$ cat src/rtl/usb_ls_tx_pkg.sv
package usb_ls_tx_pkg;
  typedef enum logic [2:0] {
    TX_IDLE, TX_PREJ, TX_DATA, TX_SE0, TX_EOPJ
  } tx_state_e;

  typedef enum logic [2:0] {
    LC_NONE, LC_J, LC_BIT, LC_SE0, LC_OFF
  } line_cmd_e;

  localparam logic [7:0] SYNC_BYTE = 8'h80;
  localparam logic [7:0] PID_ACK   = 8'hD2;
  localparam logic [7:0] PID_NAK   = 8'h5A;
endpackage

$ cat src/rtl/usb_ls_bit_timer.sv
module usb_ls_bit_timer #(
  parameter int CLKS_PER_BIT = 8
) (
  input  logic clk,
  input  logic rst,
  input  logic run,
  output logic tick
);
  localparam int CW = (CLKS_PER_BIT > 2) ? $clog2(CLKS_PER_BIT) : 1;
  localparam logic [CW-1:0] LAST = CW'(CLKS_PER_BIT - 1);

  logic [CW-1:0] cnt;

  assign tick = run && (cnt == LAST);

  always_ff @(posedge clk) begin
    if (rst || !run) cnt <= '0;
    else if (cnt == LAST) cnt <= '0;
    else cnt <= cnt + 1'b1;
  end

  // Period counter never passes its limit
  assert_cnt_range_R10: assert property (@(posedge clk) disable iff (rst)
    cnt <= LAST);
endmodule

$ cat src/rtl/usb_ls_line_drv.sv
module usb_ls_line_drv
  import usb_ls_tx_pkg::*;
#(
  parameter int STUFF_RUN = 6
) (
  input  logic      clk,
  input  logic      rst,
  input  line_cmd_e cmd,
  input  logic      bit_in,
  output logic      dp,
  output logic      dm,
  output logic      oe,
  output logic      stuff_due
);
  localparam int RW = $clog2(STUFF_RUN + 1);

  logic [RW-1:0] ones;

  assign stuff_due = (ones == RW'(STUFF_RUN));

  always_ff @(posedge clk) begin
    if (rst) begin
      dp <= 1'b0; dm <= 1'b0; oe <= 1'b0; ones <= '0;
    end else begin
      case (cmd)
        LC_J: begin
          oe <= 1'b1; dp <= 1'b0; dm <= 1'b1; ones <= '0;
        end
        LC_BIT: begin
          if (stuff_due || !bit_in) begin
            dp <= ~dp; dm <= ~dm; ones <= '0;
          end else begin
            ones <= ones + 1'b1;
          end
        end
        LC_SE0: begin
          dp <= 1'b0; dm <= 1'b0;
        end
        LC_OFF: begin
          oe <= 1'b0; dp <= 1'b0; dm <= 1'b0; ones <= '0;
        end
        default: ;
      endcase
    end
  end

  // Without a command the lines do not move
  assert_hold_between_R10: assert property (@(posedge clk) disable iff (rst)
    (cmd == LC_NONE) |=> $stable({dp, dm, oe}));
  // A data 1 keeps the line level
  assert_one_holds_R4: assert property (@(posedge clk) disable iff (rst)
    (cmd == LC_BIT && !stuff_due && bit_in) |=> $stable({dp, dm}));
  // Data bits only go out on an enabled, differential bus
  assert_bit_driven_R4: assert property (@(posedge clk) disable iff (rst)
    (cmd == LC_BIT) |-> (oe && (dp != dm)));
  // Run of ones never exceeds the stuffing limit
  assert_run_bound_R5: assert property (@(posedge clk) disable iff (rst)
    ones <= RW'(STUFF_RUN));
endmodule

$ cat src/rtl/usb_ls_tx.sv
module usb_ls_tx
  import usb_ls_tx_pkg::*;
#(
  parameter int CLKS_PER_BIT = 8,
  parameter int CNT_W        = 8,
  parameter int ADDR_W       = 7
) (
  input  logic              clk,
  input  logic              rst,
  input  logic              start,
  input  logic [CNT_W-1:0]  byte_count,
  input  logic              hs_sel,
  input  logic              hs_nak,
  output logic              src_req,
  input  logic              src_valid,
  input  logic [7:0]        src_data,
  input  logic [ADDR_W-1:0] new_addr,
  output logic [ADDR_W-1:0] dev_addr,
  output logic              dp_out,
  output logic              dm_out,
  output logic              oe,
  output logic              done
);
  localparam logic [CNT_W-1:0] ONE = CNT_W'(1);
  localparam logic [CNT_W-1:0] TWO = CNT_W'(2);

  tx_state_e  state;
  line_cmd_e  cmd;
  logic       tick, stuff_due, bit_take, se0_2nd, hs_pkt, req_pend;
  logic [7:0] sh, nxt;
  logic [2:0] bidx;
  logic [CNT_W-1:0] bytes_left;

  usb_ls_bit_timer #(.CLKS_PER_BIT(CLKS_PER_BIT)) u_timer (
    .clk(clk), .rst(rst), .run(state != TX_IDLE), .tick(tick)
  );

  usb_ls_line_drv #(.STUFF_RUN(6)) u_line (
    .clk(clk), .rst(rst), .cmd(cmd), .bit_in(sh[0]),
    .dp(dp_out), .dm(dm_out), .oe(oe), .stuff_due(stuff_due)
  );

  always_comb begin
    cmd      = LC_NONE;
    bit_take = 1'b0;
    case (state)
      TX_IDLE: if (start) cmd = LC_J;
      TX_PREJ, TX_DATA: if (tick) begin
        if (stuff_due) cmd = LC_BIT;
        else if (bytes_left != '0) begin
          cmd = LC_BIT; bit_take = 1'b1;
        end else cmd = LC_SE0;
      end
      TX_SE0:  if (tick && se0_2nd) cmd = LC_J;
      TX_EOPJ: if (tick) cmd = LC_OFF;
      default: ;
    endcase
  end

  always_ff @(posedge clk) begin
    if (rst) begin
      state <= TX_IDLE; sh <= '0; nxt <= '0; bidx <= '0;
      bytes_left <= '0; se0_2nd <= 1'b0; hs_pkt <= 1'b0;
      req_pend <= 1'b0; src_req <= 1'b0; done <= 1'b0; dev_addr <= '0;
    end else begin
      src_req <= 1'b0;
      done    <= 1'b0;
      if (src_valid) begin
        nxt <= src_data; req_pend <= 1'b0;
      end
      case (state)
        TX_IDLE: if (start) begin
          state   <= TX_PREJ;
          sh      <= SYNC_BYTE;
          bidx    <= '0;
          se0_2nd <= 1'b0;
          hs_pkt  <= hs_sel;
          if (hs_sel) begin
            bytes_left <= TWO;
            nxt        <= hs_nak ? PID_NAK : PID_ACK;
          end else begin
            bytes_left <= (byte_count == '0) ? ONE : byte_count;
            if (byte_count > ONE) begin
              src_req <= 1'b1; req_pend <= 1'b1;
            end
          end
        end
        TX_PREJ: if (tick) state <= TX_DATA;
        TX_DATA: if (cmd == LC_SE0) state <= TX_SE0;
        TX_SE0: if (tick) begin
          if (se0_2nd) state <= TX_EOPJ;
          else se0_2nd <= 1'b1;
        end
        TX_EOPJ: if (tick) begin
          state <= TX_IDLE;
          done  <= 1'b1;
          if (!hs_pkt) dev_addr <= new_addr;
        end
        default: state <= TX_IDLE;
      endcase
      if (bit_take) begin
        if (bidx == 3'd7) begin
          bidx       <= '0;
          bytes_left <= bytes_left - 1'b1;
          if (bytes_left > ONE) begin
            sh <= nxt;
            if (!hs_pkt && bytes_left > TWO) begin
              src_req <= 1'b1; req_pend <= 1'b1;
            end
          end
        end else begin
          bidx <= bidx + 1'b1;
          sh   <= {1'b0, sh[7:1]};
        end
      end
    end
  end

  // SE0 appears on an enabled bus only in the end-of-packet state
  assert_se0_in_eop_R6: assert property (@(posedge clk) disable iff (rst)
    (oe && !dp_out && !dm_out) |-> (state == TX_SE0));
  // done coincides with released drivers
  assert_done_released_R6: assert property (@(posedge clk) disable iff (rst)
    done |-> (!oe && !dp_out && !dm_out));
  // Handshake packets never ask the source
  assert_hs_no_req_R7: assert property (@(posedge clk) disable iff (rst)
    (hs_pkt && state != TX_IDLE) |-> !src_req);
  // Source data only answers an open request
  assert_valid_requested_R3: assert property (@(posedge clk) disable iff (rst)
    src_valid |-> req_pend);
  // Address moves only at the end of a data packet
  assert_addr_commit_R8: assert property (@(posedge clk) disable iff (rst)
    !$stable(dev_addr) |-> (done && !hs_pkt));
  // A start while busy does not restart the sequence
  assert_busy_start_R9: assert property (@(posedge clk) disable iff (rst)
    (state != TX_IDLE && start) |=> (state != TX_PREJ || $past(state) == TX_PREJ));
endmodule

$ cat config.mk
export PLATFORM = sky130hd
export DESIGN_NAME = usb_ls_tx
export DESIGN_NICKNAME = d
export VERILOG_FILES = /design/src/rtl/usb_ls_tx_pkg.sv /design/src/rtl/usb_ls_bit_timer.sv /design/src/rtl/usb_ls_line_drv.sv /design/src/rtl/usb_ls_tx.sv
export SDC_FILE = /design/constraint.sdc
export NUM_CORES = 1
export LEC_CHECK = 0
export BUFFER_PORTS_ARGS = -buffer_cell sky130_fd_sc_hd__buf_2
export CORE_MARGIN = 5
export CORE_UTILIZATION = 35
export CTS_CLUSTER_SIZE = 10
export DETAILED_ROUTE_END_ITERATION = 7
export SLEW_MARGIN = 5
export SYNTH_ARGS = -nofsm -noshare
export SYNTH_HDL_FRONTEND = slang
export SYNTH_SLANG_ARGS = --single-unit
export TNS_END_PERCENT = 5
$ cat constraint.sdc
create_clock -name clk -period 6.3 [get_ports clk]
set_input_delay 1.26 -clock clk [delete_from_list [all_inputs] [get_ports clk]]
set_output_delay 1.26 -clock clk [all_outputs]
set_load 0.05 [all_outputs]
==> impl_metrics.py, run 1 <==
metrics = {
    "pwr": {
        "p_leak_nw": 1.132,
        "ir_drop_v": 0.00009204,
        "power_density_nw_per_um2": 213.7,
        "p_total_mw": 0.6005,
    },
    "routing": {
        "drc": 0,
        "via_per_inst": 5.030,
        "drtIter0Drc": 120,
        "dr.pass1.iters": 4,
        "detail_route.wl_per_cell_um": 13.42,
        "totalWireLength_um": 5450,
        "routed-via-count": 2042,
        "ant_nets": 0,
    },
    "synthesis": {
        "avgSynthCellArea_um2": 8.913,
        "synthAdderAreaFrac_pct": 5.086,
        "async_flop_share_pct": 0,
        "synthMuxAreaShare_pct": 7.070,
        "ys_ff_latch": 50,
        "synth-edff-count": 0,
        "syn_nets": 315,
        "synth_compound_area_share_pct": 17.29,
        "ys_seq_area_share_pct": 40.69,
        "synthCells": 276,
        "yosysWarnings": 0,
        "synthSimpleGateAreaFrac_pct": 23.65,
        "synth_cell_types": 57,
        "synth-main-ff-cell": "dfxtp_1",
        "syn_area_um2": 2460,
        "synth_xor_area_share_pct": 1.424,
        "synth_top_family_by_area": "simple AND/OR/NAND/NOR gates",
    },
    "sta": {
        "rsz0062_at_grt": "false",
        "maxSlewViolCount": 0,
        "setup_viol": 0,
        "relSlewSlack_pct": 33.36,
        "fin_crit_ps": 2753,
        "worst_pin_slew_ps": 992.0,
        "fin_crit_sh_pct": 43.70,
        "hold_viol": 0,
        "setup_tns_ps": 0,
        "skew_ps": 12.89,
        "fmax_ghz": 0.3632,
    },
    "global_routing": {
        "grt_max_degree": 50,
        "grtUsageTotal_pct": 12.47,
        "first_global_vias": 1875,
        "grt_remaining_overflow": 0,
        "antenna_found_initial": 0,
        "grt_pass1_wl_um": 8769,
    },
    "cells_and_area": {
        "final_cells": 406,
        "num_antenna_cells": 0,
        "final_nets": 348,
        "layout_commonest_cell": "dfxtp_1",
        "area_growth_pct": 14.24,
        "fillers": 733,
        "final_cell_mix": "dfxtp_1 (50), buf_2 (40), nor2_1 (34)",
        "drive_gt1_share_pct": 19.68,
    },
    "min_path": {
        "hold_end": "u_timer.cnt[0]$_SDFF_PP0_",
        "hold_depth": 1,
        "hold_start": "u_timer.cnt[0]$_SDFF_PP0_",
        "hold_class": "register to register",
    },
    "critical_path": {
        "crit_required_ps": 6530,
        "path_common_cell": "ha_1",
        "cp.arrival_ps": 2980,
        "crit_start": "u_timer.cnt[0]$_SDFF_PP0_",
        "crit_slowest_cell": "nor3_1",
        "rr_endpoint": "bytes_left[1]$_SDFF_PP0_",
        "crit_path_start_kind": "register",
        "r2r-start": "u_timer.cnt[0]$_SDFF_PP0_",
        "crit_family": "simple AND/OR/NAND/NOR gates",
        "end_kind": "register",
        "max_stage_delay_ps": 800,
        "path_max_fanout": 10,
        "reg2reg_depth": 7,
        "crit_chain": "ha_1, ha_1, nor2b_1, nand3_1, nor3_1, mux2_2, nor2_1",
        "reg2reg_slack_ps": 3550,
        "critical_path.n_buffers_inverters": 0,
        "path_class": "register to register",
    },
    "clock_network": {
        "path_clk_slew_ps": 90,
        "clock-sinks": 50,
        "cts_tree": "yes",
        "cts_root_buf": "clkbuf_8",
        "cts_made_buffers": 5,
        "clock_path_buffers": 2,
        "post_cts_buffers": 0,
        "clk_latency_ps": 300,
        "h-tree-depth": 2,
        "post_cts_resized": 0,
        "cts_hold_buffers": 0,
    },
    "place": {
        "gp_congestion": 0.8264,
        "dp_cells": 398,
        "port_buffers": 40,
        "dp_hpwl_um": 3901,
    },
    "floorplanning": {
        "num_rows": 30,
        "initial_core_util_pct": 36.01,
        "core-area_um2": 6832,
        "die_y_um": 93.84,
        "die-area_um2": 8805,
        "die_w_um": 93.84,
        "io_pins": 41,
    },
    "job": {
        "maxCapViolations": 0,
    },
    "run_status": {
        "status": "completed",
    },
}
==> metrics by stage <==
step	area, um^2	util (%)	hold slack, ps	worst slack, ps
6_report	2810	41.14	435.8	3547
2_1_floorplan	2460	-	408.0	3577
3_3_place_gp	2719	39.80	429.3	3312
4_1_cts	2810	41.14	445.8	3566
3_5_place_dp	2719	39.80	432.5	3290
5_1_grt	2810	41.14	469.6	3259
==> worst register-to-register path, delay by kind of cell, from the launching register on <==
family | cells | cell delay [ps]
and+or+nand+nor | 4 | 1460
adders and majority gates | 2 | 470
muxes | 1 | 410
DFF | 1 | 340
==> cell usage after synthesis (all sizes together), types with 3 or more instances <==
master / number / area share, %
clkbuf: 11 / 1.7
xor2: 3 / 1.1
and3: 3 / 0.76
and2: 4 / 1.0
nand2: 17 / 2.6
a31oi: 3 / 0.76
nor3: 16 / 3.7
nor4: 8 / 2.0
nor2: 34 / 5.2
dfxtp: 50 / 41
ha: 10 / 5.1
nand3: 6 / 1.7
a2111oi: 9 / 4.5
o21ai: 5 / 1.0
inv: 15 / 2.3
buf: 3 / 0.81
a21oi: 20 / 4.1
nand4: 3 / 0.76
mux2: 3 / 1.4
mux2i: 14 / 5.7
==> per-layer routing <==
metal  vias up  track usage (%)  share of wire (%)
met5         -                0                  0
met4         0            4.091                1.3
met3         6            3.446                4.5
met2        36            19.04                 44
met1       934            16.91                 50
li1       1066                -                  -
==> power by group <==
group	total [mW]	switching [mW]	internal (mW)
registers	0.333	0.00813	0.325
logic	0.0756	0.0448	0.0308
clock network	0.192	0.103	0.0888
total	0.601	0.156	0.445
==> worst max path at each step <==
stage / slack [ps] / cells after the start / end
after detailed placement: 3290 / 6 / bytes_left[1]$_SDFF_PP0_
after floorplan: 3580 / 5 / bytes_left[5]$_SDFF_PP0_
after CTS: 3570 / 7 / bytes_left[1]$_SDFF_PP0_
after global placement: 3310 / 6 / bytes_left[1]$_SDFF_PP0_
final: 3550 / 7 / bytes_left[1]$_SDFF_PP0_
after global routing: 3260 / 7 / bytes_left[1]$_SDFF_PP0_
==> flip-flops by register name, summed over array words and instances (netlist names) <==
register	cells
bytes_left	8
nxt	8
sh	8
dev_addr	7
bidx	3
state	3
u_line.ones	3
u_timer.cnt	3
done	1
hs_pkt	1
se0_2nd	1
src_req	1
u_line.dm	1
u_line.dp	1
u_line.oe	1
==> cell families (layout without fill, tap and decap cells) <==
kind of cell	Yosys count	after routing
flip-flops	50	50
AO/OA/AOI/OAI	57	57
adder cells (fa/ha/maj)	10	10
XOR/XNOR	4	4
multiplexers	17	17
buffers and inverters	29	63
AND/OR/NAND/NOR	109	109
==> cell type report <==
class,count,area [um^2],area share [%]
sequential,50,1001,35.62
multi-input combinational,197,1341,47.73
clock inverter,1,5.005,0.1781
tap,96,120.1,4.274
timing repair buffer,40,200.2,7.124
clock buffer,7,86.33,3.072
inverter,15,56.30,2.004
Note: power is estimated with default switching activity, not from simulation.
==> run 2: changes to the inputs <==
ABC_AREA = 1   (was not set)
clock period = 2.6 ns   (was 6.3 ns; I/O delays follow)
==> impl_metrics.py, run 2 <==
metrics = {
    "floorplanning": {
        "die_w_um": 98.95,
        "die-area_um2": 9790,
        "num_rows": 32,
        "io_pins": 41,
        "core-area_um2": 7727,
        "initial_core_util_pct": 35.83,
        "die_y_um": 98.95,
    },
    "global_routing": {
        "first_global_vias": 2477,
        "grtUsageTotal_pct": 13.58,
        "grt_pass1_wl_um": 11170,
        "grt_remaining_overflow": 0,
        "grt_max_degree": 31,
        "antenna_found_initial": 0,
    },
    "clock_network": {
        "cts_tree": "yes",
        "post_cts_resized": 0,
        "post_cts_buffers": 0,
        "path_clk_slew_ps": 100,
        "cts_made_buffers": 5,
        "cts_hold_buffers": 0,
        "clock_path_buffers": 2,
        "h-tree-depth": 2,
        "clock-sinks": 50,
        "clk_latency_ps": 310,
        "cts_root_buf": "clkbuf_8",
    },
    "cells_and_area": {
        "area_growth_pct": 14.87,
        "final_cells": 544,
        "fin_area_um2": 3181,
        "num_antenna_cells": 0,
        "utilization_pct": 41.16,
        "drive_gt1_share_pct": 17.87,
        "layout_commonest_cell": "nand2_1",
        "final_nets": 480,
        "final_cell_mix": "nand2_1 (106), dfxtp_1 (50), inv_1 (48)",
        "top_regs": "bytes_left x8, nxt x8, sh x8",
    },
    "synthesis": {
        "synth.top_cells.by_count": "nand2_1 (106), dfxtp_1 (50), inv_1 (48)",
        "ys_seq_area_share_pct": 36.15,
        "syn_area_um2": 2769,
        "synth_top_area_share_pct": 36.15,
        "synth_area_leaders": "dfxtp_1 (36%), nand2_1 (14%), inv_1 (6.5%)",
        "yosysWarnings": 0,
        "synthCells": 400,
        "synth_cell_types": 34,
        "synth_top_area_cell": "dfxtp_1",
        "async_flop_share_pct": 0,
        "syn_nets": 439,
        "ys_ff_latch": 50,
        "yosysMostFrequentCell": "nand2_1",
        "synth-main-ff-cell": "dfxtp_1",
        "avgSynthCellArea_um2": 6.922,
        "synth-edff-count": 0,
    },
    "place": {
        "dp_hpwl_um": 4736,
        "dp_cells": 536,
        "placed_area_um2": 3064,
        "gp_congestion": 0.8438,
        "port_buffers": 40,
    },
    "pwr": {
        "p_seq_share_pct": 38.5,
        "power_density_nw_per_um2": 732.4,
        "clkPwrFrac_pct": 24.3,
        "switching_share_pct": 40.45,
        "p_leak_nw": 1.511,
        "p_sw_mw": 0.9423,
        "combinationalPowerShare_pct": 37.3,
        "ir_drop_v": 0.0003044,
        "internal_power_mw": 1.387,
    },
    "critical_path": {
        "path_common_cell": "ha_1",
        "max_stage_delay_ps": 350,
        "path_max_fanout": 12,
        "crit_slowest_cell": "dfxtp_1",
        "r2r-start": "u_timer.cnt[0]$_SDFF_PP0_",
        "crit_required_ps": 2790,
        "cp.arrival_ps": 2170,
        "crit_start": "u_timer.cnt[0]$_SDFF_PP0_",
        "crit_chain": "ha_1, ha_1, inv_1, a21oi_4, nand3_4, nor2_4, nand2_2, o21ai_0, nor2_1",
        "path_class": "register to register",
        "crit_path_start_kind": "register",
        "end_kind": "register",
    },
    "sta": {
        "fin_crit_ps": 1976,
        "fmax_ghz": 0.5062,
        "setup_tns_ps": 0,
        "relSlewSlack_pct": 62.40,
        "hold_viol": 0,
        "maxSlewViolCount": 0,
        "worst_pin_slew_ps": 564.0,
        "hold_slack_ps": 427.3,
        "setup_viol": 0,
        "rsz0062_at_grt": "false",
        "skew_ps": 13.46,
        "fin_crit_sh_pct": 75.99,
    },
    "routing": {
        "dr.pass1.iters": 4,
        "routed-via-count": 2559,
        "detail_route.wl_per_cell_um": 11.51,
        "ant_nets": 0,
        "totalWireLength_um": 6262,
        "via_per_inst": 4.704,
        "drc": 0,
        "drtIter0Drc": 125,
    },
    "run_status": {
        "status": "completed",
    },
    "min_path": {
        "hold_start": "u_timer.cnt[0]$_SDFF_PP0_",
        "hold_class": "register to register",
    },
    "job": {
        "maxCapViolations": 0,
    },
}
[run 2: cell count changes after synthesis, moves of 8 or more]
| cell | change |
|---|---|
| inv_1 | +33 |
| inv_2 | +8 |
| mux2i_1 | -13 |
| nand2_1 | +89 |
| nand3_1 | +24 |
| nor2_1 | +10 |
| nor3_1 | -14 |
| o21ai_0 | +9 |
| o21ai_1 | +9 |
[run 2: final cells by class]
class                           instances  area (um^2)
Clock inverter                          3        47.55
Inverter                               59        221.5
Fill cell                             788         4547
Multi-Input combinational cell        283         1499
Timing Repair Buffer                   42        215.2
Clock buffer                            5        68.82
Tap cell                              102        127.6
Sequential cell                        50         1001
[run 2: path summary, 6_finish.rpt]
check / endpoint / slack [ps] / depth (start not counted)
hold / removal: u_timer.cnt[0]$_SDFF_PP0_ / 430 / 1
hold reg to reg: u_timer.cnt[0]$_SDFF_PP0_ / 430 / 1
setup reg to reg: bytes_left[0]$_SDFF_PP0_ / 620 / 9
setup / recovery: bytes_left[0]$_SDFF_PP0_ / 620 / 9
[run 2: per-layer routing]
layer  vias up  global-route usage, %  wire (um)
met3         6                  2.831        304
met5         -                      0          0
met1      1127                  17.88       3060
li1       1376                      -          -
met4         0                  2.731         39
met2        50                  22.99       2857
[run 2: cell families (layout without fill, tap and decap cells)]
| group | count (synthesis) | after routing | share of synthesized area, % |
|---|---|---|---|
| fa+ha+maj | 10 | 10 | 4.519 |
| flops | 50 | 50 | 36.15 |
| compound gates | 66 | 66 | 13.74 |
| mux | 1 | 1 | 0.3615 |
| xor+xnor | 4 | 4 | 1.265 |
| simple gates | 202 | 202 | 34.25 |
| buf+inv | 67 | 109 | 9.715 |
[run 2: power groups by stage]
stage          clock, mW  sequential, mW  combinational [mW]
6_report           0.565           0.896               0.868
5_1_grt            0.622           0.907               0.983
4_1_cts            0.590           0.897               0.873
3_5_place_dp           0           0.914               0.870
3_3_place_gp           0           0.912               0.863
2_1_floorplan          0           0.951               0.655
[run 2: stage by stage]
stage / power (mW) / setup WS (ps)
6_report: 2.329 / 624.4
5_1_grt: 2.512 / 402.1
3_5_place_dp: 1.783 / 671.2
3_3_place_gp: 1.775 / 702.5
2_1_floorplan: 1.606 / 985.6
4_1_cts: 2.360 / 629.4
[run 2: worst max-delay path, delay by kind of cell (launching register included)]
kind / cells / cell delay [ps]
fa+ha+maj: 2 / 390
flops: 1 / 350
buf+inv: 1 / 130
simple gates: 4 / 610
compound gates: 2 / 390
